### src/rtl/ptw_pkg.sv
package ptw_pkg;
    typedef enum logic {
        FILL_IDLE = 1'b0,
        FILL_WAIT = 1'b1
    } fill_st_e;

    localparam int unsigned DWORD_ALIGN_BITS = 3;
endpackage

### src/rtl/ptw_ctl_reg.sv
module ptw_ctl_reg
    import ptw_pkg::*;
#(
    parameter int unsigned AW        = 64,
    parameter int unsigned ENTRY_OFS = 8
) (
    input  logic          clk,
    input  logic          rst_n,
    input  logic          wr_en,
    input  logic [AW-1:0] wr_data,
    output logic [AW-1:0] fetch_addr
);
    localparam int unsigned LB = DWORD_ALIGN_BITS;

    typedef struct packed {
        logic [AW-1:0] ctl;
    } ctl_st_t;

    ctl_st_t s_d, s_q;

    always_comb begin
        s_d = s_q;
        if (wr_en) s_d.ctl = wr_data;
    end

    always_ff @(posedge clk or negedge rst_n) begin
        if (!rst_n) s_q <= '0;
        else        s_q <= s_d;
    end

    // pointer bits below the doubleword boundary are dropped
    assign fetch_addr = {s_q.ctl[AW-1:LB], {LB{1'b0}}} + AW'(ENTRY_OFS);


    addr_aligned_chk: assert property (@(posedge clk) disable iff (!rst_n)
        fetch_addr[LB-1:0] == '0);
endmodule

### src/rtl/ptw_fill_fsm.sv
module ptw_fill_fsm
    import ptw_pkg::*;
#(
    parameter int unsigned AW = 64
) (
    input  logic          clk,
    input  logic          rst_n,
    input  logic          need_fill,
    input  logic          ctl_wr,
    input  logic [AW-1:0] fetch_addr,
    input  logic          mem_ack,
    output logic          mem_req,
    output logic [AW-1:0] mem_addr,
    output logic          commit
);
    typedef struct packed {
        fill_st_e      st;
        logic          stale;
        logic [AW-1:0] addr;
    } fsm_st_t;

    fsm_st_t s_d, s_q;

    always_comb begin
        s_d    = s_q;
        commit = 1'b0;
        unique case (s_q.st)
            FILL_IDLE: begin
                // hold off for one cycle when the pointer changes this cycle
                if (need_fill && !ctl_wr) begin
                    s_d.st    = FILL_WAIT;
                    s_d.stale = 1'b0;
                    s_d.addr  = fetch_addr;
                end
            end
            FILL_WAIT: begin
                if (ctl_wr) s_d.stale = 1'b1;
                if (mem_ack) begin
                    commit    = !s_q.stale && !ctl_wr;
                    s_d.st    = FILL_IDLE;
                    s_d.stale = 1'b0;
                end
            end
            default: s_d.st = FILL_IDLE;
        endcase
    end

    always_ff @(posedge clk or negedge rst_n) begin
        if (!rst_n) s_q <= '{st: FILL_IDLE, stale: 1'b0, addr: '0};
        else        s_q <= s_d;
    end

    assign mem_req  = (s_q.st == FILL_WAIT);
    assign mem_addr = s_q.addr;


    req_hold_chk: assert property (@(posedge clk) disable iff (!rst_n)
        (mem_req && !mem_ack) |=> (mem_req && $stable(mem_addr)));


    req_drop_chk: assert property (@(posedge clk) disable iff (!rst_n)
        (mem_req && mem_ack) |=> !mem_req);


    stale_drop_chk: assert property (@(posedge clk) disable iff (!rst_n)
        (mem_req && ctl_wr && !mem_ack) |=> !commit);
endmodule

### src/rtl/ptw_entry_store.sv
module ptw_entry_store #(
    parameter int unsigned DW = 64
) (
    input  logic          clk,
    input  logic          rst_n,
    input  logic          inval,
    input  logic          commit,
    input  logic [DW-1:0] fill_data,
    output logic          valid,
    output logic [DW-1:0] base
);
    typedef struct packed {
        logic          vld;
        logic [DW-1:0] entry;
    } ent_st_t;

    ent_st_t s_d, s_q;

    always_comb begin
        s_d = s_q;
        if (inval) begin
            s_d.vld = 1'b0;
        end else if (commit) begin
            s_d.vld   = 1'b1;
            s_d.entry = fill_data;
        end
    end

    always_ff @(posedge clk or negedge rst_n) begin
        if (!rst_n) s_q <= '0;
        else        s_q <= s_d;
    end

    assign valid = s_q.vld;
    assign base  = s_q.entry;


    inval_chk: assert property (@(posedge clk) disable iff (!rst_n)
        inval |=> !valid);


    fill_capture_chk: assert property (@(posedge clk) disable iff (!rst_n)
        (commit && !inval) |=> (valid && base == $past(fill_data)));
endmodule

### src/rtl/ptab_base_cache.sv
module ptab_base_cache #(
    parameter int unsigned AW        = 64,
    parameter int unsigned DW        = 64,
    parameter int unsigned ENTRY_OFS = 8
) (
    input  logic          clk,
    input  logic          rst_n,
    input  logic          ctl_wr_en,
    input  logic [AW-1:0] ctl_wr_data,
    input  logic          xl_req,
    output logic          xl_base_vld,
    output logic [DW-1:0] xl_base,
    output logic          mem_rd_req,
    output logic [AW-1:0] mem_rd_addr,
    input  logic          mem_rd_ack,
    input  logic [DW-1:0] mem_rd_data
);
    logic [AW-1:0] fetch_addr;
    logic          ent_valid;
    logic [DW-1:0] ent_base;
    logic          fill_commit;
    logic          need_fill;

    ptw_ctl_reg #(.AW(AW), .ENTRY_OFS(ENTRY_OFS)) u_ctl (
        .clk        (clk),
        .rst_n      (rst_n),
        .wr_en      (ctl_wr_en),
        .wr_data    (ctl_wr_data),
        .fetch_addr (fetch_addr)
    );

    assign need_fill = xl_req && !ent_valid;

    ptw_fill_fsm #(.AW(AW)) u_fsm (
        .clk        (clk),
        .rst_n      (rst_n),
        .need_fill  (need_fill),
        .ctl_wr     (ctl_wr_en),
        .fetch_addr (fetch_addr),
        .mem_ack    (mem_rd_ack),
        .mem_req    (mem_rd_req),
        .mem_addr   (mem_rd_addr),
        .commit     (fill_commit)
    );

    ptw_entry_store #(.DW(DW)) u_ent (
        .clk       (clk),
        .rst_n     (rst_n),
        .inval     (ctl_wr_en),
        .commit    (fill_commit),
        .fill_data (mem_rd_data),
        .valid     (ent_valid),
        .base      (ent_base)
    );

    assign xl_base_vld = xl_req && ent_valid;
    assign xl_base     = ent_base;


    hit_no_read_chk: assert property (@(posedge clk) disable iff (!rst_n)
        xl_base_vld |=> !mem_rd_req);


    idle_no_read_chk: assert property (@(posedge clk) disable iff (!rst_n)
        (!xl_req && !mem_rd_req) |=> !mem_rd_req);
endmodule

### config.mk
export PLATFORM = sky130hd
export DESIGN_NAME = ptab_base_cache
export DESIGN_NICKNAME = d
export VERILOG_FILES = /design/src/rtl/ptw_pkg.sv /design/src/rtl/ptw_ctl_reg.sv /design/src/rtl/ptw_fill_fsm.sv /design/src/rtl/ptw_entry_store.sv /design/src/rtl/ptab_base_cache.sv
export SDC_FILE = /design/constraint.sdc
export NUM_CORES = 1
export LEC_CHECK = 0
export CAP_MARGIN = 20
export CORE_ASPECT_RATIO = 0.5
export CORE_MARGIN = 1.5
export CORE_UTILIZATION = 30
export CTS_CLUSTER_DIAMETER = 40
export CTS_CLUSTER_SIZE = 14
export DETAILED_ROUTE_END_ITERATION = 16
export DONT_BUFFER_PORTS = 1
export GPL_ROUTABILITY_DRIVEN = 0
export MAX_ROUTING_LAYER = met4
export SLEW_MARGIN = 0
export SYNTH_ARGS = -nofsm -noshare
export SYNTH_HDL_FRONTEND = slang
export SYNTH_SLANG_ARGS = --single-unit
### constraint.sdc
create_clock -name clk -period 5.6 [get_ports clk]
set_clock_uncertainty 0.15 [all_clocks]
set_input_delay 1.12 -clock clk [delete_from_list [all_inputs] [get_ports clk]]
set_output_delay 1.12 -clock clk [all_outputs]
set_load 0.01 [all_outputs]
* After elaboration in Yosys (flattened, before gate mapping) *
Cells that the tools add are included.

cells by class
  add/subtract/negate cells = 1
  equality and inequality tests = 2
  bitwise gates (word level) = 2
  muxes and demuxes = 8
  reduce and logical (&&, ||, !) cells = 11

operator list
  operator                                               number
  2-to-1 mux 66 bit                                      1
  2-to-1 mux 65 bit                                      1
  adder 64 x 4 -> 64 bit, second input constant          1
  AND reduction 2 bit                                    3
  logical AND 1 bit                                      4
  2-to-1 mux 1 bit                                       4
  one-hot mux 2 bit (2 select lines)                     1
  zero test 1 bit                                        3
  inequality test 3 bit, second input constant           1
  2-to-1 mux 2 bit                                       1
  inequality test 2 x 1 -> 1 bit, second input constant  1
  inverter 1 bit                                         2
  nonzero test 2 bit                                     1

word-level totals
  input port bits = 133
  flip-flop bits (word level) = 195
  logic and storage cells = 30
  output and inout port bits = 130

* Longest topological paths before layout *
Gate-level depths: netlist (run 1).

  word-level depth = 6
  depth in mapped cells = 8
  gate-level depth less buffers = 6

* Modules after synthesis *
A second synthesis (run 1) with hierarchy kept.

second synthesis, totals
  cell total of the unflattened synthesis = 681
  area, all modules = 9591.7 um2

modules (own cells, without submodules)
  module           cells an instance  instances  area an instance (um2)  seq. area each (um2)
  ptw_ctl_reg      332                1          3570.9                  1526.5
  ptw_fill_fsm     208                1          3270.6                  1651.6
  ptw_entry_store  139                1          2733.9                  1626.6
  ptab_base_cache  2                  1          16.3                    0.0

* Worst setup path before layout (run 1) *
Ideal clock, no wire load.

  path type = input port to flip-flop
  start point = input ctl_wr_en
  end point = register u_ent.s_q, in the netlist u_ent.base[14]
  data arrival time = 2418 ps
  data required time = 5325 ps
  setup slack = 2907 ps
  buffers on the path = 2
  stages = 5
  library setup time = 125 ps
  cells stage by stage = nor2_1 -> and3_1 -> clkbuf_1 -> clkbuf_1 -> mux2_2

between the ends
  word-level cells in the longest chain between the ends = 5
  elaborated cells on any way between the ends = 6
  classes of those cells = 2 x mux; 1 x bitwise; 3 x reduce/logical

ends and longest elaborated chain
  element                            RTL line               text
  start: declaration                 ptab_base_cache.sv:8   input logic ctl_wr_en,
  zero test 1 bit                    ptw_fill_fsm.sv:39     commit = !s_q.stale && !ctl_wr;
  logical AND 1 bit                  ptw_fill_fsm.sv:39
  2-to-1 mux 1 bit                   ptw_fill_fsm.sv:38     if (mem_ack) begin
  2-to-1 mux 1 bit                   ptw_fill_fsm.sv:27     unique case (s_q.st)
  AND reduction 2 bit (no line) (*)  --
  end signal: assignment             ptw_entry_store.sv:30  if (!rst_n) s_q <= '0;
  end signal: assignment             ptw_entry_store.sv:31  else s_q <= s_d;
  end: declaration                   ptw_entry_store.sv:17  ent_st_t s_d, s_q;

Mark *: on every way between the ends. The rest lies on a longest branch, timed or not.
A chain may end at the register's enable or synchronous reset.

* Worst setup path in the final report (run 1) *
  start point = register u_ctl.s_q[11] in the netlist's numbering
  end point = register u_fsm.s_q, in the netlist u_fsm.mem_addr[56]

between the ends
  word-level cells in the longest chain between the ends = 1

ends and longest elaborated chain
  element                   RTL line            text
  start: declaration        ptw_ctl_reg.sv:19   ctl_st_t s_d, s_q;
  start signal: assignment  ptw_ctl_reg.sv:27   if (!rst_n) s_q <= '0;
  start signal: assignment  ptw_ctl_reg.sv:28   else s_q <= s_d;
  adder 64 x 4 -> 64 bit    ptw_ctl_reg.sv:32   assign fetch_addr = {s_q.ctl[AW-1:LB], {LB{1'b0}}} + AW'(ENTRY_OFS);
  end signal: assignment    ptw_fill_fsm.sv:49  if (!rst_n) s_q <= '{st: FILL_IDLE, stale: 1'b0, addr: '0};
  end: declaration          ptw_fill_fsm.sv:22  fsm_st_t s_d, s_q;

Every way passes these cells.

==> out/metrics.yaml, run 1 <==
synth:
  muxShareOfSynthArea_pct: 15.81
  synth_xor_xnor_area_share_pct: 3.150
  synth-edff-count: 0
  ys_types: 35
  synth_compound_area_share_pct: 6.242
  synthAdderAreaFrac_pct: 0.1452
  synth_cells: 751
  ys.flop_type: "dfrtp_1"
  synthArstFlopShare_pct: 100.0
  synth.ff_latch_count: 189
  ys_seq_area_share_pct: 54.87
  synth_area_mm2: 0.008620
  yosysWarnings: 0
  synth_top_family_by_area: "multiplexers"
  synthSimpleGateAreaFrac_pct: 12.27
  synth_area_per_cell_um2: 11.48
grt:
  grt.met2_usage_pct: 23.12
  grt_pass1_wl_mm: 30.04
  antenna_found_initial: 4
  track_usage_pct: 13.55
  met1_usage_pct: 15.63
  gr-max-usage-layer: "met2"
  gr-total-overflow: 0
  met3_usage_pct: 3.105
  grt_max_degree: 190
  grt_pass1_vias: 5168
floorplan:
  io_pins: 263
  die_height_um: 122.9
  die_x_um: 242.7
  dieArea_mm2: 0.02982
  core-area_mm2: 0.02798
  rows: 43
  start_util_pct: 30.81
setup_path:
  critPathRequiredTime_ps: 5800
  crit_type: "reg2reg"
  critical_path.max_stage_delay_ps: 810
  start_kind: "flop"
  worstSetupEndpointType: "flop"
  cp.arrival_ps: 3590
  path_cells: "and3_1 -> and3_1 -> nand4_1 -> or4_1 -> a31oi_1"
  worstRegToRegCells: 5
  cp_top_family: "simple AND/OR/NAND/NOR gates"
  cpMaxStageDelayCell: "nand4_1"
  path_max_fanout: 22
  ff2ff_setup_slack_ps: 2210
  path_common_cell: "and3_1"
  regToRegEndpoint: "u_fsm.mem_addr[56]"
  timing.critical_path.buf_inv: 0
  r2r_start: "u_ctl.s_q[11]"
placed_design:
  port_buffers: 0
  dp.cells: 1038
  dp_slack_ps: 2282
  dpl.hpwl_mm: 13.93
power:
  power_density_mw_per_mm2: 432.1
  p_leak_uw: 0.003593
  vdd_drop_max_mv: 0.1701
timing:
  finalSetupViolCount: 0
  hold_viol: 0
  setup_ws_ps: 2214
  whs_ps: 223.8
  rsz0062_at_grt: "false"
  finalSetupTns_ps: 0
  slew_viol_final: 0
  period_share_pct: 60.47
  worst_slew_pin_slew_ps: 828.5
  fin_crit_ps: 3386
  slew_headroom_pct: 44.60
  max_freq_mhz: 295.3
job:
  cap_violations: 0
detailed_routing:
  ant_nets: 0
  drt_wl_total_mm: 19.83
  dr.pass1.iters: 4
  wl_per_cell_um: 18.44
  first_iter_violations: 258
  vias: 5246
  drc_errors: 0
  vias_per_cell: 4.880
cts:
  cts.hold.buffers_added: 0
  insertion_delay_ps: 430
  cts-resized-gates: 0
  cts_tree: "yes"
  h-tree-depth: 4
  cts_setup_buffers: 0
  cts_max_path_buffers: 2
  cts.sinks: 189
  cts-root-buf: "clkbuf_16"
  clk_transition_reported_paths_ps: 80
  cts_buffers: 17
finish:
  drive_above_1_share_pct: 23.80
  regArea_mm2: 0.004730
  fillCellCount: 2854
  nets: 810
  multi_input_area_mm2: 0.003261
  fin_cells: 1075
  syn2layout_area_growth_pct: 5.879
min_path:
  hp-class: "in2async"
run_status:
  outcome: "complete, no violations"
where the power goes:
group          switching, uW  internal (uW)  total, uW
Clock                    580            593       1170
Sequential               527           1760       2290
Combinational            186            292        478
per-stage QoR:
stage / total power, uW / utilization, % / instance area [um2]
after floorplan: 2775 / - / 8627
after global placement: 2774 / 30.46 / 8521
after detailed placement: 2816 / 30.46 / 8521
after CTS: 4011 / 32.51 / 9096
after global routing: 4162 / 32.62 / 9126
final: 3943 / 32.62 / 9126
worst register-to-register path, cell delays in order (launching register included):
cell and delay (ps):
dfrtp_1 410, and3_1 290, and3_1 680, nand4_1 820
or4_1 770, a31oi_1 190
sequential cells by signal, indices dropped and copies added (netlist names):
name / cells
u_ctl.s_q: 61
u_ent.valid: 1
u_ent.base: 64
u_fsm.mem_addr: 61
u_fsm.mem_req: 1
u_fsm.s_q: 1
layer usage:
layer / routed length, um / vias to the layer above
met3: 689 / 21
met1: 8170 / 2667
met4: 410 / 0
met5: 0 / -
li1: - / 2450
met2: 10560 / 108
worst max-delay path by stage:
stage                   from            endpoint  slack, ps  depth (start not counted)
3_5_place_dp   u_ctl.s_q[11]  u_fsm.mem_addr[56]       2280                          5
4_1_cts        u_ctl.s_q[11]  u_fsm.mem_addr[56]       2240                          5
5_1_grt        u_ctl.s_q[11]  u_fsm.mem_addr[56]       2020                          5
6_report       u_ctl.s_q[11]  u_fsm.mem_addr[56]       2210                          5
2_1_floorplan      ctl_wr_en      u_ent.base[14]       2910                          5
3_3_place_gp   u_ctl.s_q[11]  u_fsm.mem_addr[56]       2360                          5
cells in the final DEF (no fill, tap or decap), types with 17 or more instances in the layout:
cell type  instances
dfrtp_1          189
nand3_1           23
or3_1             22
nor2_1            39
mux2_2           121
nand4_1           23
a31oi_1           26
clkbuf_16         17
nand2_1           57
xor2_1            19
o21ai_0           53
kinds of logic after synthesis:
| group | Yosys count |
|---|---|
| AND/OR/NAND/NOR | 206 |
| flip-flops | 189 |
| multiplexers | 121 |
| buffers and inverters | 107 |
| AO/OA/AOI/OAI | 95 |
| XOR/XNOR | 31 |
| adder cells (fa/ha/maj) | 1 |
| other | 1 |
synth_stat cells, drive strengths merged (6+ instances only):
cell      n  area, um2
a31oi    26      162.7
and3     15      95.09
buf      69      501.7
clkbuf   32      120.1
dfrtp   189       4730
inv       6      22.52
mux2    121       1363
nand2    57      214.0
nand3    24      120.1
nand4    24      156.4
nor2     39      146.4
o21ai    53      265.3
o31ai     7      52.55
or3      22      137.6
or4       9      67.56
xnor2    12      105.1
xor2     19      166.4
final cells by class:
class                      count  share of cell area, %
sequential                   189                  51.82
multi-input combinational    457                  35.73
tap                          382                  5.237
clock buffer                  17                  4.661
clock inverter                15                  1.645
timing repair buffer           5                 0.5484
inverter                       6                 0.2468
antenna                        4                 0.1097
(Power assumes the default switching activity.)
==> inputs of run 2 (changes only) <==
clock period = 3.4 ns   (was 5.6 ns; I/O delays follow)
==> run 2 against run 1 <==
The run now ends with negative hold slack left; power up 67%; wire length up 0.33%; first-iteration DRC count down 28%; die area did not move; critical path depth did not move; worst setup slack lost 1400 ps; register-to-register slack got worse by 1400 ps; hold slack got worse by 450 ps; sequential share of layout area decreased by 0.37 points; non-clock buffer count up 4; largest cell class unchanged; highest routed layer unchanged.
==> out/metrics.yaml, run 2 (synthesis gave the netlist of run 1 again) <==
run_status:
  outcome: "finished, violations left"  # was complete, no violations
  violations: "negative hold slack"
cts:
  clk_transition_reported_paths_ps: 80  # about the same
  cts_setup_buffers: 0  # unchanged
  cts_buffers: 17  # unchanged
  cts-root-buf: "clkbuf_16"  # unchanged
  insertion_delay_ps: 440  # was 430 ps
  cts.sinks: 189  # unchanged
  cts_max_path_buffers: 2  # unchanged
  h-tree-depth: 4  # unchanged
  cts_tree: "yes"  # unchanged
grt:
  gr-total-overflow: 0  # unchanged
  grt_max_degree: 190  # unchanged
  grt_pass1_wl_mm: 29.97  # was 30.04 mm
  grt_pass1_vias: 5064  # was 5168
  antenna_found_initial: 4  # unchanged
  track_usage_pct: 13.71  # was 13.55%
detailed_routing:
  ant_nets: 0  # unchanged
  vias: 5224  # was 5246
  vias_per_cell: 4.842  # was 4.880
  dr.pass1.iters: 6  # was 4
  wl_per_cell_um: 18.44  # about the same
  first_iter_violations: 187  # was 258
  drc_errors: 0  # unchanged
  drt_wl_total_mm: 19.89  # was 19.83 mm
finish:
  fin_area_mm2: 0.009193  # was 0.009126 mm2
  final_cell_mix: "189 x dfrtp_1, 121 x mux2_2, 57 x nand2_1"  # unchanged
  syn2layout_area_growth_pct: 6.648  # was 5.879%
  multi_input_area_mm2: 0.003261  # unchanged
  nets: 814  # was 810
  regArea_mm2: 0.004730  # unchanged
  drive_above_1_share_pct: 24.24  # was 23.80%
  utilization_pct: 32.86  # was 32.62%
  fillCellCount: 2853  # was 2854
  mostFrequentLayoutCell: "dfrtp_1"  # unchanged
  largest_register_ff_count: 64  # unchanged
setup_path:
  critPathRequiredTime_ps: 3610  # was 5800 ps
  cp_top_family: "simple AND/OR/NAND/NOR gates"  # unchanged
  start_kind: "flop"  # unchanged
  path_max_fanout: 7  # was 22
  crit_type: "reg2reg"  # unchanged
  cp.arrival_ps: 2820  # was 3590 ps
  worstSetupEndpointType: "flop"  # unchanged
  critical_path.max_stage_delay_ps: 700  # was 810 ps
  cpMaxStageDelayCell: "nor4_1"  # was nand4_1
  path_cells: "nand4_2 -> nor4_1 -> nand4_1 -> or4_1 -> a31oi_1"  # was and3_1 -> and3_1 -> nand4_1 -> or4_1 -> a31oi_1
  timing.critical_path.buf_inv: 0  # unchanged
job:
  cap_violations: 0  # unchanged
power:
  power_density_mw_per_mm2: 717.1  # was 432.1 mW/mm2
  p_leak_uw: 0.003625  # was 0.003593 uW
  vdd_drop_max_mv: 0.3738  # was 0.1701 mV
placed_design:
  placed_area_mm2: 0.008583  # was 0.008521 mm2
  port_buffers: 0  # unchanged
  dpl.hpwl_mm: 14.15  # was 13.93 mm
timing:
  finalSetupViolCount: 0  # unchanged
  slew_viol_final: 0  # unchanged
  whs_ps: -225.9  # was 223.8 ps
  period_share_pct: 76.82  # was 60.47%
  hold_viol: 189  # was 0
  finalSetupTns_ps: 0  # unchanged
  worst_slew_pin_slew_ps: 771.1  # was 828.5 ps
  slew_headroom_pct: 48.12  # was 44.60%
  max_freq_mhz: 382.9  # was 295.3 MHz
  rsz0062_at_grt: "false"  # unchanged
  fin_crit_ps: 2612  # was 3386 ps
floorplan:
  core-area_mm2: 0.02798  # unchanged
  dieArea_mm2: 0.02982  # unchanged
  start_util_pct: 30.81  # unchanged
  rows: 43  # unchanged
  die_height_um: 122.9  # unchanged
  io_pins: 263  # unchanged
  die_x_um: 242.7  # unchanged
min_path:
  hp-class: "in2async"  # unchanged
-- run 2: cell count changes in the layout (fill, tap and decap cells not counted), sizes merged --
cell and delta:
bufinv +1, clkinv -1, buf +4
-- run 2: metal layers --
layer	vias to the layer above	part of all wire, %	global-route usage [%]
li1	2458	-	-
met1	2625	41	15.86
met2	111	53	22.87
met3	30	3.4	2.952
met4	0	2.4	6.871
met5	-	0	-
-- run 2: worst reg2reg max path: cells and delay by family, from the launching register on --
kind / cells / cell delay (ps)
and+or+nand+nor: 4 / 1740
DFF: 1 / 460
AOI/OAI and AO/OA: 1 / 180
-- run 2: power by group --
group | internal (uW) | total [uW] | switching, uW
Combinational | 485 | 789 | 304
Sequential | 2910 | 3780 | 871
Clock | 1050 | 2030 | 973
-- run 2: path summary, 6_finish.rpt --
kind                               start                 end  slack, ps  cells past startpoint
setup / recovery           u_ctl.s_q[38]  u_fsm.mem_addr[57]        790                      5
hold / removal                     rst_n  u_fsm.mem_addr[41]       -230                      0
setup reg to reg           u_ctl.s_q[38]  u_fsm.mem_addr[57]        790                      5
hold reg to reg              u_ent.valid         u_ent.valid        350                      1
max in group asynchronous          rst_n      u_ent.base[63]       2980                      0
min in group clk              mem_rd_ack       u_fsm.mem_req        190                      1
-- run 2: repair_timing --
action,CTS,global route
endpoints found under the hold margin,189,189
resized for setup,0,0
setup endpoints to repair,0,0
-- run 2: final cells by class --
cell class	instances	area share (%)
inverter	6	0.2450
clock inverter	15	1.892
multi-input combinational	457	35.47
clock buffer	17	4.628
timing repair buffer	9	1.007
antenna	4	0.1089
sequential	189	51.45
tap	382	5.199
-- run 2: stage by stage --
step	std cells	setup slack [ps]	total power [uW]	hold slack [ps]
4_1_cts	1075	843.2	6705	-246.6
2_1_floorplan	753	1147	4570	234.4
5_1_grt	1079	619.7	6958	-255.4
6_report	1079	788.2	6592	-225.9
3_5_place_dp	1043	868.1	4647	237.8
3_3_place_gp	1043	896.6	4589	238.2
==> inputs of run 3 (changes only) <==
ABC_AREA = 1   (was not set)
clock period = 2.5 ns   (was 3.4 ns; I/O delays follow)
==> run 3 against run 2 <==
The run still ends with negative hold slack left; first-iteration DRC count grew to 3.0 times the previous value; core utilization is essentially flat; combinational power grew 48%; final cell count is 35% higher; design area is 9.6% higher; non-clock buffer count stayed put; power up 38%; wire length is 34% higher; synthesized cell count rose by 45%; sequential power grew 35%; sequential cell count unchanged; clock power is 39% higher; highest routed layer unchanged.
==> out/metrics.yaml, run 3 <==
timing:
  finalSetupViolCount: 0  # unchanged
  slew_headroom_pct: 52.08  # was 48.12%
  whs_ps: -407.4  # was -225.9 ps
  slew_viol_final: 0  # unchanged
  max_freq_mhz: 485.7  # was 382.9 MHz
  period_share_pct: 82.35  # was 76.82%
  finalSetupTns_ps: 0  # unchanged
  worst_slew_pin_slew_ps: 718.8  # was 771.1 ps
  setup_ws_ps: 441.1  # was 788.2 ps
  rsz0062_at_grt: "false"  # unchanged
  fin_crit_ps: 2059  # was 2612 ps
  hold_viol: 189  # unchanged
setup_path:
  start_kind: "flop"  # unchanged
  regToRegEndpoint: "u_fsm.mem_addr[60]"  # was u_fsm.mem_addr[57]
  path_max_fanout: 4  # was 7
  critPathRequiredTime_ps: 2680  # was 3610 ps
  r2r_start: "u_ctl.s_q[27]"  # was u_ctl.s_q[38]
  ff2ff_setup_slack_ps: 440  # was 790 ps
  worstRegToRegCells: 9  # was 5
  worstSetupEndpointType: "flop"  # unchanged
  crit_type: "reg2reg"  # unchanged
  cp.arrival_ps: 2240  # was 2820 ps
synth:
  synth_top_area_share_pct: 50.00  # was 54.87%
  synth_top_family_by_area: "simple AND/OR/NAND/NOR gates"  # was multiplexers
  synthSimpleGateAreaFrac_pct: 23.74  # was 12.27%
  synth_xor_xnor_area_share_pct: 1.574  # was 3.150%
  synth_top_area_cell: "dfrtp_1"  # unchanged
  muxShareOfSynthArea_pct: 8.810  # was 15.81%
  ys_seq_area_share_pct: 50.00  # was 54.87%
  synthArstFlopShare_pct: 100.0  # unchanged
  synth_compound_area_share_pct: 5.463  # was 6.242%
  synth_area_leaders: "dfrtp_1 50%, nand2_1 12%, mux2_2 8.8%, buf_4 5.1%, nor2_1 4.4%"  # was dfrtp_1 55%, mux2_2 16%, buf_4 5.6%, o21ai_0 3.1%, nand2_1 2.5%
  synth_area_per_cell_um2: 8.686  # was 11.48 um2
  ys_types: 32  # was 35
  synthAdderAreaFrac_pct: 0.1323  # was 0.1452%
  synth_most_common_cell: "nand2_1"  # was dfrtp_1
  yosysWarnings: 0  # unchanged
  ys.flop_type: "dfrtp_1"  # unchanged
  synth-edff-count: 0  # unchanged
  synth_area_mm2: 0.009459  # was 0.008620 mm2
  synth.ff_latch_count: 189  # unchanged
  netlist_top_cells_count: "312 x nand2_1, 189 x dfrtp_1, 110 x nor2_1, 80 x inv_1, 74 x mux2_2"  # was 189 x dfrtp_1, 121 x mux2_2, 64 x buf_4, 57 x nand2_1, 53 x o21ai_0
  synth_cells: 1089  # was 751
finish:
  largest_register_ff_count: 64  # unchanged
  final_cell_mix: "312 x nand2_1, 189 x dfrtp_1, 110 x nor2_1"  # was 189 x dfrtp_1, 121 x mux2_2, 57 x nand2_1
  fin_area_mm2: 0.01007  # was 0.009193 mm2
  fillCellCount: 3187  # was 2853
  nets: 1156  # was 814
  mostFrequentLayoutCell: "nand2_1"  # was dfrtp_1
  syn2layout_area_growth_pct: 6.482  # was 6.648%
  drive_above_1_share_pct: 14.30  # was 24.24%
cts:
  cts-resized-gates: 0  # unchanged
  clk_transition_reported_paths_ps: 70  # was 80 ps
  cts_setup_buffers: 0  # unchanged
  insertion_delay_ps: 450  # was 440 ps
  cts_max_path_buffers: 2  # unchanged
  cts_buffers: 17  # unchanged
  cts-root-buf: "clkbuf_16"  # unchanged
  cts_tree: "yes"  # unchanged
  cts.sinks: 189  # unchanged
  cts.hold.buffers_added: 5
  h-tree-depth: 4  # unchanged
detailed_routing:
  ant_nets: 0  # unchanged
  wl_per_cell_um: 18.19  # was 18.44 um
  drt_wl_total_mm: 26.56  # was 19.89 mm
  drc_errors: 0  # unchanged
  vias_per_cell: 4.782  # was 4.842
  vias: 6981  # was 5224
  dr.pass1.iters: 6  # unchanged
  first_iter_violations: 569  # was 187
floorplan:
  dieArea_mm2: 0.03267  # was 0.02982 mm2
  die_height_um: 128.6  # was 122.9 um
  start_util_pct: 30.83  # was 30.81%
  core-area_mm2: 0.03069  # was 0.02798 mm2
  io_pins: 263  # unchanged
  rows: 45  # was 43
  die_x_um: 254.1  # was 242.7 um
grt:
  grt_max_degree: 190  # unchanged
  track_usage_pct: 16.91  # was 13.71%
  gr-total-overflow: 0  # unchanged
  grt_pass1_vias: 6881  # was 5064
  grt_pass1_wl_mm: 40.26  # was 29.97 mm
  antenna_found_initial: 2  # was 4
run_status:
  violations: "negative hold slack"  # unchanged
  outcome: "finished, violations left"  # unchanged
power:
  p_leak_uw: 0.004607  # was 0.003625 uW
  finalPower_uw: 9095  # was 6592 uW
  vdd_drop_max_mv: 0.3968  # was 0.3738 mV
  power_density_mw_per_mm2: 903.0  # was 717.1 mW/mm2
job:
  cap_violations: 0  # unchanged
min_path:
  hp-class: "in2async"  # unchanged
placed_design:
  dp_slack_ps: 492.5  # was 868.1 ps
  dpl.hpwl_mm: 19.44  # was 14.15 mm
  port_buffers: 0  # unchanged
  placed_area_mm2: 0.009400  # was 0.008583 mm2
==> run 3: cell type report <==
type	instances	area (um2)	share of cell area (%)
well taps	423	529.3	5.255
diodes	2	5.005	0.04969
inverters	84	315.3	3.130
clock inverters	11	131.4	1.304
repair buffers	9	112.6	1.118
multi-input cells	721	3779	37.52
clock buffers	21	470.5	4.671
flip-flops and latches	189	4730	46.96
==> run 3: critical path, cell delays in order, from the launching register on <==
cell and delay (ps):
dfrtp_1 460, nand2_1 110, nor2_1 170, nand2_1 160, inv_1 80, nand2_1 50
nor2_1 410, nand3_1 140, nand3_1 150, nand2_1 70
==> run 3: logic make-up (layout without fill, tap and decap cells) <==
group / count (synthesis) / in the layout
compound gates: 101 / 101
xor+xnor: 17 / 17
fa+ha+maj: 1 / 1
buf+inv: 181 / 125
flops: 189 / 189
mux: 74 / 74
other cells: 1 / 5
simple gates: 525 / 525
==> run 3: worst max-delay path by stage <==
stage,start,to,slack [ps],cells past startpoint
final,u_ctl.s_q[27],u_fsm.mem_addr[60],440,9
after global routing,u_ctl.s_q[28],u_fsm.mem_addr[40],330,9
after CTS,u_ctl.s_q[4],u_fsm.mem_addr[45],480,8
after detailed placement,u_ctl.s_q[4],u_fsm.mem_addr[45],490,8
after global placement,u_ctl.s_q[4],u_fsm.mem_addr[45],510,8
after floorplan,ctl_wr_en,u_ent.base[14],760,6
==> run 3: power by group <==
part | total, uW | internal (uW) | switching [uW] | leakage, uW
combinational | 1170 | 631 | 538 | 0.00201
sequential | 5100 | 3940 | 1150 | 0.00230
clock | 2830 | 1570 | 1260 | 0.000298
total | 9100 | 6150 | 2950 | 0.00461
==> run 3: metal layers <==
metal,up-vias,share of wire (%),track usage [%]
met5,-,0,-
met4,0,3.5,8.228
met3,46,5.7,4.006
met2,228,48,25.72
met1,3431,43,21.24
li1,3276,-,-
==> run 3: per-stage QoR <==
stage,utilization (%),std cells
floorplan,-,1091
global placement,30.63,1420
detailed placement,30.63,1420
CTS,32.76,1457
global route,32.82,1460
finish,32.82,1460
